## src/rtl/lpw_pkg.sv

```systemverilog
package lpw_pkg;

  typedef enum logic [2:0] {
    ST_RUN    = 3'd0,
    ST_SLEEP  = 3'd1,
    ST_ENTER  = 3'd2,
    ST_PD     = 3'd3,
    ST_DPD    = 3'd4,
    ST_REGRST = 3'd5,
    ST_OSCUP  = 3'd6,
    ST_SRAMW  = 3'd7
  } lpw_state_e;

  localparam logic [1:0] MODE_RUN   = 2'd0;
  localparam logic [1:0] MODE_SLEEP = 2'd1;
  localparam logic [1:0] MODE_PD    = 2'd2;
  localparam logic [1:0] MODE_DPD   = 2'd3;

endpackage

```

## src/rtl/lpw_rst_sync.sv

```systemverilog
module lpw_rst_sync #(
  parameter int unsigned STAGES = 2
) (
  input  logic clk,
  input  logic rst_n_in,
  output logic rst_n_out
);

  logic [STAGES-1:0] sync_q;

  always_ff @(posedge clk or negedge rst_n_in) begin
    if (!rst_n_in) begin
      sync_q <= '0;
    end else begin
      sync_q <= {sync_q[STAGES-2:0], 1'b1};
    end
  end

  assign rst_n_out = sync_q[STAGES-1];

endmodule

```

## src/rtl/lpw_step_timer.sv

```systemverilog
// Counts 'step' pulses while 'active' is high. HOLD_DONE selects the output:
// a sticky done flag (1) or a pulse on the final counted step (0).
module lpw_step_timer #(
  parameter int unsigned LIMIT     = 4,
  parameter bit          HOLD_DONE = 1'b0
) (
  input  logic clk,
  input  logic rst_n,
  input  logic active,
  input  logic step,
  output logic fire
);

  localparam int unsigned CW = (LIMIT > 1) ? $clog2(LIMIT) : 1;
  localparam logic [CW-1:0] CMAX = CW'(LIMIT - 1);

  logic [CW-1:0] cnt_q, cnt_d;
  logic          done_q, done_d;
  logic          hit;

  assign hit = active && step && !done_q && (cnt_q == CMAX);

  always_comb begin
    cnt_d  = cnt_q;
    done_d = done_q;
    if (!active) begin
      cnt_d  = '0;
      done_d = 1'b0;
    end else if (step && !done_q) begin
      if (hit) begin
        done_d = 1'b1;
      end else begin
        cnt_d = cnt_q + CW'(1);
      end
    end
  end

  always_ff @(posedge clk or negedge rst_n) begin
    if (!rst_n) begin
      cnt_q  <= '0;
      done_q <= 1'b0;
    end else begin
      cnt_q  <= cnt_d;
      done_q <= done_d;
    end
  end

  generate
    if (HOLD_DONE) begin : g_hold
      assign fire = done_q && active;
    end else begin : g_pulse
      assign fire = hit;
    end
  endgenerate

endmodule

```

## src/rtl/lpw_wake_latch.sv

```systemverilog
module lpw_wake_latch (
  input  logic clk,
  input  logic rst_n,
  input  logic capture,
  input  logic evt,
  input  logic clear,
  output logic pend
);

  logic pend_d;

  always_comb begin
    pend_d = pend;
    if (clear) begin
      pend_d = 1'b0;
    end else if (capture && evt) begin
      pend_d = 1'b1;
    end
  end

  always_ff @(posedge clk or negedge rst_n) begin
    if (!rst_n) begin
      pend <= 1'b0;
    end else begin
      pend <= pend_d;
    end
  end

endmodule

```

## src/rtl/lpw_ctrl.sv

```systemverilog
module lpw_ctrl
  import lpw_pkg::*;
(
  input  logic       clk,
  input  logic       rst_n,
  input  logic       req_valid,
  input  logic [1:0] req_mode,
  input  logic       wake_irq,
  input  logic       wake_rtc,
  input  logic       wake_ext,
  input  logic       pend,
  input  logic       ent_last,
  input  logic       rst_last,
  input  logic       osc_last,
  input  logic       sram_last,
  input  logic       flash_done,
  output lpw_state_e state_q,
  output logic       deep_q,
  output logic       flash_arm_q,
  output logic       cpu_clk_en,
  output logic       cpu_release,
  output logic       flash_release,
  output logic       osc_en,
  output logic       flash_en,
  output logic       reg_en,
  output logic       sys_rst,
  output logic [1:0] mode_status
);

  lpw_state_e state_d;
  logic       deep_d, arm_d;
  logic       any_wake, deep_wake, fully_up;
  logic [1:0] held_code;

  assign any_wake  = wake_irq | wake_rtc | wake_ext;
  assign deep_wake = wake_rtc | wake_ext;
  assign fully_up  = flash_arm_q & flash_done;
  assign held_code = deep_q ? MODE_DPD : MODE_PD;

  // next-state
  always_comb begin
    state_d = state_q;
    deep_d  = deep_q;
    arm_d   = flash_arm_q;
    unique case (state_q)
      ST_RUN: begin
        if (req_valid && fully_up) begin
          unique case (req_mode)
            MODE_SLEEP: state_d = ST_SLEEP;
            MODE_PD: begin
              state_d = ST_ENTER;
              deep_d  = 1'b0;
              arm_d   = 1'b0;
            end
            MODE_DPD: begin
              state_d = ST_ENTER;
              deep_d  = 1'b1;
              arm_d   = 1'b0;
            end
            default: state_d = ST_RUN;
          endcase
        end
      end
      ST_SLEEP:  if (any_wake) state_d = ST_RUN;
      ST_ENTER:  if (ent_last) state_d = deep_q ? ST_DPD : ST_PD;
      ST_PD:     if (pend || any_wake) state_d = ST_OSCUP;
      ST_DPD:    if (pend || deep_wake) state_d = ST_REGRST;
      ST_REGRST: if (rst_last) state_d = ST_OSCUP;
      ST_OSCUP: begin
        if (osc_last) begin
          state_d = ST_SRAMW;
          arm_d   = 1'b1;
        end
      end
      ST_SRAMW:  if (sram_last) state_d = ST_RUN;
      default:   state_d = ST_REGRST;
    endcase
  end

  // registers
  always_ff @(posedge clk or negedge rst_n) begin
    if (!rst_n) begin
      state_q     <= ST_REGRST;
      deep_q      <= 1'b1;
      flash_arm_q <= 1'b0;
    end else begin
      state_q     <= state_d;
      deep_q      <= deep_d;
      flash_arm_q <= arm_d;
    end
  end

  // outputs decoded from state
  always_comb begin
    cpu_clk_en  = 1'b0;
    cpu_release = 1'b0;
    osc_en      = 1'b1;
    flash_en    = 1'b1;
    reg_en      = 1'b1;
    sys_rst     = 1'b0;
    mode_status = held_code;
    unique case (state_q)
      ST_RUN: begin
        cpu_clk_en  = 1'b1;
        cpu_release = 1'b1;
        mode_status = MODE_RUN;
      end
      ST_SLEEP: begin
        cpu_release = 1'b1;
        mode_status = MODE_SLEEP;
      end
      ST_PD: begin
        osc_en   = 1'b0;
        flash_en = 1'b0;
      end
      ST_DPD: begin
        osc_en      = 1'b0;
        flash_en    = 1'b0;
        reg_en      = 1'b0;
        mode_status = MODE_DPD;
      end
      ST_REGRST: begin
        osc_en      = 1'b0;
        flash_en    = 1'b0;
        sys_rst     = 1'b1;
        mode_status = MODE_DPD;
      end
      default: begin
      end
    endcase
  end

  assign flash_release = fully_up;

endmodule

```

## src/rtl/lpw_seq.sv

```systemverilog
module lpw_seq
  import lpw_pkg::*;
#(
  parameter int unsigned OSC_TICKS    = 240,
  parameter int unsigned SRAM_TICKS   = 4,
  parameter int unsigned FLASH_TICKS  = 400,
  parameter int unsigned ENTRY_CYCLES = 3,
  parameter int unsigned RST_CYCLES   = 16,
  parameter int unsigned SYNC_STAGES  = 2
) (
  input  logic       clk,
  input  logic       rst_n,
  input  logic       ref_tick,
  input  logic       req_valid,
  input  logic [1:0] req_mode,
  input  logic       wake_irq,
  input  logic       wake_rtc,
  input  logic       wake_ext,
  output logic       cpu_clk_en,
  output logic       cpu_release,
  output logic       flash_release,
  output logic       osc_en,
  output logic       flash_en,
  output logic       reg_en,
  output logic       sys_rst,
  output logic [1:0] mode_status
);

  logic       rst_n_s;
  lpw_state_e state;
  logic       deep, flash_arm, pend;
  logic       ent_last, rst_last, osc_last, sram_last, flash_done;
  logic       in_enter, in_regrst, in_oscup, in_sramw, in_held;
  logic       qual_evt;

  assign in_enter  = (state == ST_ENTER);
  assign in_regrst = (state == ST_REGRST);
  assign in_oscup  = (state == ST_OSCUP);
  assign in_sramw  = (state == ST_SRAMW);
  assign in_held   = (state == ST_PD) || (state == ST_DPD);
  assign qual_evt  = deep ? (wake_rtc | wake_ext) : (wake_irq | wake_rtc | wake_ext);

  lpw_rst_sync #(.STAGES(SYNC_STAGES)) u_rst_sync (
    .clk       (clk),
    .rst_n_in  (rst_n),
    .rst_n_out (rst_n_s)
  );

  lpw_step_timer #(.LIMIT(ENTRY_CYCLES), .HOLD_DONE(1'b0)) u_ent_tmr (
    .clk (clk), .rst_n (rst_n_s), .active (in_enter), .step (1'b1), .fire (ent_last)
  );

  lpw_step_timer #(.LIMIT(RST_CYCLES), .HOLD_DONE(1'b0)) u_rst_tmr (
    .clk (clk), .rst_n (rst_n_s), .active (in_regrst), .step (1'b1), .fire (rst_last)
  );

  lpw_step_timer #(.LIMIT(OSC_TICKS), .HOLD_DONE(1'b0)) u_osc_tmr (
    .clk (clk), .rst_n (rst_n_s), .active (in_oscup), .step (ref_tick), .fire (osc_last)
  );

  lpw_step_timer #(.LIMIT(SRAM_TICKS), .HOLD_DONE(1'b0)) u_sram_tmr (
    .clk (clk), .rst_n (rst_n_s), .active (in_sramw), .step (ref_tick), .fire (sram_last)
  );

  lpw_step_timer #(.LIMIT(FLASH_TICKS), .HOLD_DONE(1'b1)) u_flash_tmr (
    .clk (clk), .rst_n (rst_n_s), .active (flash_arm), .step (ref_tick), .fire (flash_done)
  );

  lpw_wake_latch u_latch (
    .clk     (clk),
    .rst_n   (rst_n_s),
    .capture (in_enter),
    .evt     (qual_evt),
    .clear   (in_held),
    .pend    (pend)
  );

  lpw_ctrl u_ctrl (
    .clk           (clk),
    .rst_n         (rst_n_s),
    .req_valid     (req_valid),
    .req_mode      (req_mode),
    .wake_irq      (wake_irq),
    .wake_rtc      (wake_rtc),
    .wake_ext      (wake_ext),
    .pend          (pend),
    .ent_last      (ent_last),
    .rst_last      (rst_last),
    .osc_last      (osc_last),
    .sram_last     (sram_last),
    .flash_done    (flash_done),
    .state_q       (state),
    .deep_q        (deep),
    .flash_arm_q   (flash_arm),
    .cpu_clk_en    (cpu_clk_en),
    .cpu_release   (cpu_release),
    .flash_release (flash_release),
    .osc_en        (osc_en),
    .flash_en      (flash_en),
    .reg_en        (reg_en),
    .sys_rst       (sys_rst),
    .mode_status   (mode_status)
  );

endmodule

```

## config.mk

```make
export PLATFORM = sky130hd
export DESIGN_NAME = lpw_seq
export DESIGN_NICKNAME = d
export VERILOG_FILES = /design/src/rtl/lpw_pkg.sv /design/src/rtl/lpw_rst_sync.sv /design/src/rtl/lpw_step_timer.sv /design/src/rtl/lpw_wake_latch.sv /design/src/rtl/lpw_ctrl.sv /design/src/rtl/lpw_seq.sv
export SDC_FILE = /design/constraint.sdc
export NUM_CORES = 1
export LEC_CHECK = 0
export BUFFER_PORTS_ARGS = -buffer_cell sky130_fd_sc_hd__buf_2
export CAP_MARGIN = 10
export CELL_PAD_IN_SITES_DETAIL_PLACEMENT = 0
export CELL_PAD_IN_SITES_GLOBAL_PLACEMENT = 1
export CORE_MARGIN = 3
export CORE_UTILIZATION = 45
export CTS_BUF_LIST = sky130_fd_sc_hd__clkbuf_8
export CTS_CLUSTER_DIAMETER = 120
export DETAILED_ROUTE_END_ITERATION = 12
export PLACE_DENSITY_LB_ADDON = 0.15
export SYNTH_ARGS = -nofsm -noshare
export SYNTH_HDL_FRONTEND = slang
export SYNTH_SLANG_ARGS = --single-unit
```

## constraint.sdc

```tcl
create_clock -name clk -period 2.25 [get_ports clk]
set_input_delay 0.675 -clock clk [delete_from_list [all_inputs] [get_ports clk]]
set_output_delay 0.675 -clock clk [all_outputs]
set_load 0.03 [all_outputs]
```

-- Word level (Yosys, flattened, before mapping)
Index checks and enable logic that the tools add are counted.
- $add $sub $neg: 5
- multiply operators: 0
- divide/modulo/power cells: 0
- magnitude comparators: 0
- equality and inequality tests: 35
- shift-type cells: 0
- muxes and demuxes: 55
- bitwise operators: 4
- reduce and logical (&&, ||, !) cells: 46
- operators by type and width (kind ; count):
    inequality test 2 bit, second input constant ; 16
    two-way mux 3 bit ; 9
    two-way mux 9 bit ; 3
    two-way mux 1 bit ; 26
    two-way mux 8 bit ; 3
    one-hot mux 3 bit (8 select lines) ; 1
    logical AND 1 bit ; 19
    AND reduction 2 bit ; 8
    equality test 3 bit, second input constant ; 4
    two-way mux 2 bit ; 6
    two-way mux 4 bit ; 3
    adder 9 x 1 -> 9 bit, second input constant ; 1
    equality test 9 bit, second input constant ; 1
    adder 8 x 1 -> 8 bit, second input constant ; 1
    equality test 2 bit, second input constant ; 4
    equality test 8 bit, second input constant ; 1
    inequality test 2 x 1 -> 1 bit, second input constant ; 4
    AND reduction 8 bit ; 1
    equality test 3 x 2 -> 1 bit, second input constant ; 2
    one-hot mux 2 bit (3 select lines) ; 1
    nonzero test 2 bit ; 3
    OR reduction 2 bit ; 3
    zero test 1 bit ; 5
    adder 2 x 1 -> 2 bit, second input constant ; 2
    other kinds (13) ; 18
- bits in registers: 38
- bits in latches: 0
- bits in writable memories: 0
- ROM bits: 0
- input bits: 9
- memories: 0

-- Longest topological paths before layout
Gate-level depths: netlist of the first run.
- word-level depth: 7
- mapped depth: 6

-- Modules after synthesis
Synthesis of the first run repeated with hierarchy kept, for this count alone.
- cell total of the unflattened synthesis: 235
- area total of the unflattened synthesis: 2277.2 sq um
- by module, submodules not included (module ; times used ; cells an instance ; area each (sq um) ; sequential area each (sq um)):
    lpw_step_timer (u_flash_tmr) ; 1 ; 57 ; 555.5 ; 250.2
    lpw_step_timer (u_osc_tmr) ; 1 ; 54 ; 506.7 ; 225.2
    lpw_ctrl ; 1 ; 51 ; 435.4 ; 128.9
    lpw_step_timer (u_rst_tmr) ; 1 ; 26 ; 287.8 ; 125.1
    lpw_step_timer (u_ent_tmr) ; 1 ; 15 ; 172.7 ; 75.1
    lpw_step_timer (u_sram_tmr) ; 1 ; 14 ; 166.4 ; 75.1
    lpw_seq ; 1 ; 12 ; 65.1 ; 0.0
    lpw_rst_sync ; 1 ; 3 ; 53.8 ; 50.0
    lpw_wake_latch ; 1 ; 3 ; 33.8 ; 25.0

-- Worst setup path after synthesis of the first run
No wires, ideal clock.
- path type: register to output
- from: register u_ctrl.state_q[2]
- to: output port osc_en
- arrival: 1.817 ns
- setup slack: -0.242 ns
- cell stages (with the launch flop): 6
- cell sequence: dfstp_2 buf_6 clkbuf_1 nor2b_1 mux2i_1 buf_4
- word-level cells in the longest chain between the ends: 3
- ends and longest elaborated chain (element ; RTL line ; source):
    start, declared ; lpw_ctrl.sv:17 ; output lpw_state_e state_q,
    start signal, assigned ; lpw_ctrl.sv:87 ; state_q <= state_d;
    equality test 3 x 2 -> 1 bit or equality test 3 bit (tied branches) ; -- ;
    OR reduction 3 bit (no source line) (*) ; -- ;
    two-way mux 1 bit (*) ; -- ;
    end, declared ; lpw_seq.sv:22 ; output logic osc_en,
Mark *: on every way between the ends. The rest lies on a longest branch, timed or not.

-- Final worst setup path of the first run
- from: register u_ctrl.state_q[2]
- to: output port flash_en
- word-level cells in the longest chain between the ends: 3
- ends and longest elaborated chain (element ; RTL line ; source):
    equality test 3 x 2 -> 1 bit or equality test 3 bit (tied branches) ; lpw_ctrl.sv:102 ; unique case (state_q)
    OR reduction 3 bit (no source line) (*) ; -- ;
    two-way mux 1 bit (*) ; lpw_ctrl.sv:102 ;
    end, declared ; lpw_seq.sv:23 ; output logic flash_en,
Marks and branches as above.

==> run metrics, run 1 <==
area leader, netlist=dfrtp_1; Hold Vio Cnt, Final=0; via count=approximately 1.6k; Chip Height=74 microns; drt pass-1 iters=4; Worst Hold Class=in -> async; n_diodes=0; Row Count=24; die width=between 70 and 80 microns; Root Driver=clkbuf_8; fin crit share=a little over nine tenths; largest net degree at the start of global routing=28; CP Launch Type=flip-flop; post-synthesis cell count=about 210; Area contributors post-synth=dfrtp_1 42%, nor2_1 5.4%, a21oi_1 4.1%; leakage power=roughly 1.0 nW; synthesized flop and latch total=38; FILL cells=a little over 400; TNS Setup=0 ps; Reg2Reg Depth=4; Async S/R FF share, synth=100%; cts bufs inserted=5; Remaining DRCs=0; initial antenna violation count=0; Reg clk slew, reported paths=80 ps; I/O pin total=18; Overflow after GRT=0; Initial Util=47.1%; Syn. warnings=0; DRT Wirelength=about 4100 microns; port buffer count=17; Clock Latency Late Sink=roughly 290 ps; first-pass GRT wire length=roughly 7200 microns; Max clock buf depth=2; Setup violations, final=0; count of hold-fix buffers inserted at cts=0; switching share of power=around 27%; design area=about 2400 sq um; syn nets=between 200 and 250; CTS tree=done; worst-path maximum fanout=13; Comb power frac=10.5%; Die ar.=around 5500 sq um; Max VDD drop=~0.41 mV; Seq/Total Area, Yosys=between 40 and 50%; Initial DRC Count=roughly 110; Pwr per Cell Area=a little over 600 nW/um^2; sequential power share=55.8%; Area Growth Syn to Fin=13.5%; EDFF count, synth=0; run status=completed; routability cong.=between 0.8 and 0.9; Achievable Freq=around 460 MHz; area of the mapped netlist=about 2100 sq um; GRT Util Overall=between 10% and 20%; # Max-Cap Violations=0; RSZ-0062 raised after global routing=no; Layout Nets=~250; CP required=approximately 1600 ps; clock skew=approximately 9.1 ps; Primary FF master, synth=dfrtp_1; core area=4410 sq um; Setup CP Type=reg -> out; Synth cell types=50; clock network power share=33.7%; Psw=0.391 mW; DP Area=2250 sq um; Max Transition Viols Final=0; CTS H-tree lvls=2; Final ANT Viol Nets=0; min cycle time layout=about 2200 ps; worst endpoint data arrival time=around 1500 ps; share of cells above drive strength 1=18.6%; HPWL after DPL=slightly below 3000 microns; Yosys top cell area share=between 40% and 50%; Worst setup EP type=output port; drt wl/cell=between 10 and 15 microns; syn avg cell area=9.81 sq um; Sinks on Clock Net=38; vias per cell=between 5 and 6; via count of the first global-routing pass=roughly 1.6k; P_int=between 1 and 1.5 mW
==> metal layers <==
layer	up-vias	wire, microns	track usage, %
li1	802	-	-
met1	812	1820	21.3
met2	21	2070	28.4
met3	8	146	4.32
met4	0	83	7.24
met5	-	0	0
==> worst paths after layout <==
kind	start	to	slack, ps
setup / recovery	u_ctrl.state_q[2]$_DFFE_PN1P_	flash_en	80
hold / removal	rst_n	u_rst_sync.sync_q[0]$_DFF_PN0_	150
setup reg to reg	u_ctrl.state_q[0]$_DFFE_PN1P_	u_ctrl.state_q[0]$_DFFE_PN1P_	220
hold reg to reg	u_rst_sync.sync_q[1]$_DFF_PN0_	u_osc_tmr.cnt_q[6]$_DFFE_PN0P_	150
max in group asynchronous	u_rst_sync.sync_q[1]$_DFF_PN0_	u_ctrl.state_q[2]$_DFFE_PN1P_	1360
min in group clk	u_rst_sync.sync_q[0]$_DFF_PN0_	u_rst_sync.sync_q[1]$_DFF_PN0_	360
==> cell type report <==
class / count / area, sq um / area share [%]
tap: 52 / 65.1 / 2.76
inverter: 10 / 37.5 / 1.59
sequential: 38 / 960 / 40.6
clock buffer: 6 / 82.6 / 3.50
clock inverter: 2 / 7.51 / 0.318
timing repair buffer: 23 / 134 / 5.67
multi-input combinational: 157 / 1070 / 45.5
==> metrics by stage <==
step / power (mW) / hold WS (ps) / utilization (%) / instances / worst slack (ps)
after CTS: 1.46 / 147 / 53.2 / 288 / 27.2
after global placement: 0.951 / 160 / 50.9 / 279 / 194
after floorplan: 0.912 / 331 / - / 212 / 2.08
after global routing: 1.52 / 136 / 53.5 / 288 / 7.03
after detailed placement: 0.964 / 168 / 50.9 / 279 / 147
final: 1.44 / 154 / 53.5 / 288 / 84.1
==> cell usage in the layout, fill, tap and decap left out, types with 2 or more instances in the layout <==
| master | n |
|---|---|
| a21oi_1 | 17 |
| a31oi_1 | 3 |
| and3_1 | 4 |
| and4b_1 | 2 |
| buf_2 | 17 |
| buf_4 | 5 |
| clkbuf_8 | 6 |
| dfrtp_1 | 34 |
| dfstp_2 | 2 |
| ha_1 | 5 |
| inv_1 | 10 |
| inv_2 | 2 |
| mux2i_1 | 5 |
| nand2_1 | 6 |
| nand2b_1 | 3 |
| nand3_1 | 8 |
| nand3b_1 | 2 |
| nand4_1 | 4 |
| nand4b_1 | 2 |
| nor2_1 | 30 |
| nor2b_1 | 4 |
| nor3_1 | 5 |
| nor3b_1 | 2 |
| nor4b_1 | 2 |
| o21ai_0 | 6 |
| o31ai_1 | 3 |
| or3_1 | 7 |
| or3b_1 | 2 |
| or4_1 | 3 |
| xnor2_1 | 4 |
| xor2_1 | 7 |
==> critical path, cell delays in order (launching register included) <==
cell and delay [ps]:
dfstp_2 590, buf_6 180, nor2b_4 60, mux2i_4 130
buf_2 220
==> flip-flops by register name (all words and copies together) (netlist names) <==
signal and cells:
u_flash_tmr.cnt_q 9, u_osc_tmr.cnt_q 8, u_rst_tmr.cnt_q 4, u_ctrl.state_q 3, u_ent_tmr.cnt_q 2, u_rst_sync.sync_q 2, u_sram_tmr.cnt_q 2, u_ctrl.deep_q 1
u_ctrl.flash_arm_q 1, u_ent_tmr.done_q 1, u_flash_tmr.done_q 1, u_latch.pend 1, u_osc_tmr.done_q 1, u_rst_tmr.done_q 1, u_sram_tmr.done_q 1
==> cell usage after synthesis (all sizes together) (5+ instances only) <==
master   n
or3      8
inv     10
dfrtp   35
a21oi   17
mux2i    6
xor2     7
nand3    8
nor2    30
nor3     6
nand2    6
o21ai    7
nor2b    5
ha       5
==> repair_timing <==
item                                    in CTS  in global routing
pin swaps                                    1                  0
buffers inserted                             1                  0
resized for setup                            2                  3
endpoints found under the setup margin       3                  4
==> logic make-up (layout without fill, tap and decap cells) <==
group                      after synthesis  in the layout  synth area share, %
and+or+nand+nor                         93             93                 25.7
AOI/OAI and AO/OA                       39             39                 12.8
DFF                                     38             38                 45.9
buffers and inverters                   17             41                 3.67
xor gates and xnor gates                11             11                 4.63
muxes                                    8              8                 4.15
adders and majority gates                5              5                 3.01
other                                    1              1                0.180
==> power by group through the flow <==
stage	clock, mW	combinational [mW]	sequential [mW]
2_1_floorplan	0	0.109	0.803
3_3_place_gp	0	0.144	0.807
4_1_cts	0.504	0.155	0.799
5_1_grt	0.529	0.184	0.810
3_5_place_dp	0	0.153	0.811
6_report	0.485	0.151	0.803
Power figures use the tool's default switching activity.
==> run 2: changes to the inputs <==
--- a/config.mk
+++ b/config.mk
@@ -9,6 +9,7 @@
 export CAP_MARGIN = 10
 export CELL_PAD_IN_SITES_DETAIL_PLACEMENT = 0
 export CELL_PAD_IN_SITES_GLOBAL_PLACEMENT = 1
+export CORE_ASPECT_RATIO = 1.5
 export CORE_MARGIN = 3
 export CORE_UTILIZATION = 45
 export CTS_BUF_LIST = sky130_fd_sc_hd__clkbuf_8
==> run 2 against run 1 <==
- sequential share of layout area hardly changed
- clock skew down 1.3 ps
- design area up 0.11%
- register-to-register slack got worse by 40 ps
- clock power fell by 1%
- setup slack better by 21 ps
- sequential power shrank 0.7%
- largest power group unchanged
==> run metrics, run 2 (synthesized netlist as in run 1, its figures left out) <==
run status=completed; placed insts=approximately 270; setup slack, reg-to-reg=180 ps; reg-to-reg endpoint=u_ctrl.state_q[0]$_DFFE_PN1P_; sequential power share=between 50% and 60%; share of cells above drive strength 1=19.7%; drt wl/cell=~15 microns; largest net degree at the start of global routing=37; Worst setup EP type=output port; DRT Wirelength=roughly 4200 microns; Sinks on Clock Net=38; TNS Setup=0 ps; Root Driver=clkbuf_8; Max clock buf depth=2; Psw=approximately 0.38 mW; # Max-Cap Violations=0; via count=around 1.6k; Remaining DRCs=0; RSZ-0062 raised after global routing=no; initial antenna violation count=0; Hold Vio Cnt, Final=0; Worst Hold Class=in -> async; CTS H-tree lvls=2; Final ANT Viol Nets=0; DP Area=approximately 2200 sq um; Reg-to-Reg Start=u_ctrl.state_q[0]$_DFFE_PN1P_; switching share of power=26.5%; Comb power frac=a little over a tenth; die width=just over 60 microns; fin crit share=around 95%; commonest non-fill, non-tap cells in the layout=34 x dfrtp_1, 30 x nor2_1, 18 x buf_2, 17 x a21oi_1, 9 x inv_1; core area=roughly 4400 sq um; pre-CTS WS=around 140 ps; CP required=between 1500 and 2000 ps; I/O pin total=18; GRT Util Overall=16.9%; register bank with the most flops=u_flash_tmr.cnt_q; Reg2Reg Depth=4; worst endpoint data arrival time=about 1500 ps; clock skew=7.85 ps; worst-path maximum fanout=16; leakage power=a little over 1 nW; number of flip-flops in the largest register=9; Layout Cells excl Fill=roughly 280; first-pass GRT wire length=approximately 7000 microns; routability cong.=slightly below 0.9; Pwr per Cell Area=approximately 600 nW/um^2; HPWL after DPL=3060 microns; n_diodes=0; Reg clk slew, reported paths=70 ps; CP Launch Type=flip-flop; CTS tree=done; Max Transition Viols Final=0; cts bufs inserted=5; port buffer count=17; FILL cells=403; Setup violations, final=0; top flop regs=u_flash_tmr.cnt_q (9), u_osc_tmr.cnt_q (8), u_rst_tmr.cnt_q (4); via count of the first global-routing pass=about 1.6k; drt pass-1 iters=4; P_int=1.05 mW; Achievable Freq=between 400 and 500 MHz; clock network power share=about a third; Layout Nets=roughly 250; Area Growth Syn to Fin=13.6%; Overflow after GRT=0; Initial DRC Count=between 50 and 60; final worst setup slack=105 ps; Max VDD drop=about 0.44 mV; commonest non-fill, non-tap cell in the layout=dfrtp_1; design area=2360 sq um; vias per cell=roughly 5.7; Die ar.=5490 sq um; Setup CP Type=reg -> out; Chip Height=approximately 90 microns; Clock Latency Late Sink=around 290 ps; Initial Util=about 48%; min cycle time layout=about 2100 ps; Row Count=29
==> run 2: routing by layer <==
layer,vias up,part of all wire [%],track usage (%)
met2,27,52,29.6
met1,774,42,19.0
met5,-,0,0
met4,0,2.5,6.95
met3,10,3.1,4.05
li1,803,-,-
==> run 2: through the flow <==
step / utilization, % / hold slack (ps) / power [mW]
after floorplan: - / 331 / 0.912
after global placement: 51.4 / 299 / 0.953
after detailed placement: 51.4 / 299 / 0.968
after CTS: 53.8 / 147 / 1.45
after global routing: 54.3 / 141 / 1.51
final: 54.3 / 160 / 1.43
==> run 2: what timing repair did <==
item | in CTS | in global routing
setup endpoints to repair | 3 | 3
resized for setup | 2 | 2
hold buffers | 0 | 0
gates cloned | 0 | 0
setup buffers | 1 | 2
pin swaps | 1 | 0
==> run 2: final cells by class <==
class / count / area (sq um) / share of cell area [%]
Clock inverter: 2 / 8.76 / 0.371
Multi-Input combinational cell: 157 / 1070 / 45.5
Clock buffer: 6 / 82.6 / 3.49
Tap cell: 46 / 57.6 / 2.44
Inverter: 10 / 37.5 / 1.59
Timing Repair Buffer: 25 / 143 / 6.03
Sequential cell: 38 / 960 / 40.6
==> run 2: power by group through the flow <==
stage | combinational, mW | clock, mW | sequential (mW)
6_report | 0.153 | 0.479 | 0.797
4_1_cts | 0.158 | 0.499 | 0.796
3_5_place_dp | 0.157 | 0 | 0.810
3_3_place_gp | 0.147 | 0 | 0.806
5_1_grt | 0.177 | 0.528 | 0.807
2_1_floorplan | 0.109 | 0 | 0.803
==> run 2: worst max-delay path by stage <==
stage,from,end,slack (ps),cells past startpoint
2_1_floorplan,u_ctrl.state_q[2]$_DFFE_PN1P_,osc_en,2,5
5_1_grt,u_ctrl.state_q[2]$_DFFE_PN1P_,mode_status[0],40,4
3_5_place_dp,wake_irq,u_ctrl.state_q[0]$_DFFE_PN1P_,140,5
3_3_place_gp,wake_irq,u_ctrl.state_q[0]$_DFFE_PN1P_,200,5
6_report,u_ctrl.state_q[0]$_DFFE_PN1P_,osc_en,100,3
4_1_cts,u_ctrl.state_q[0]$_DFFE_PN1P_,flash_en,20,3
==> run 2: critical path: stages (launching register included) <==
cell and delay [ps]:
dfstp_4 720, nor2b_4 210, mux2i_4 80, buf_2 180
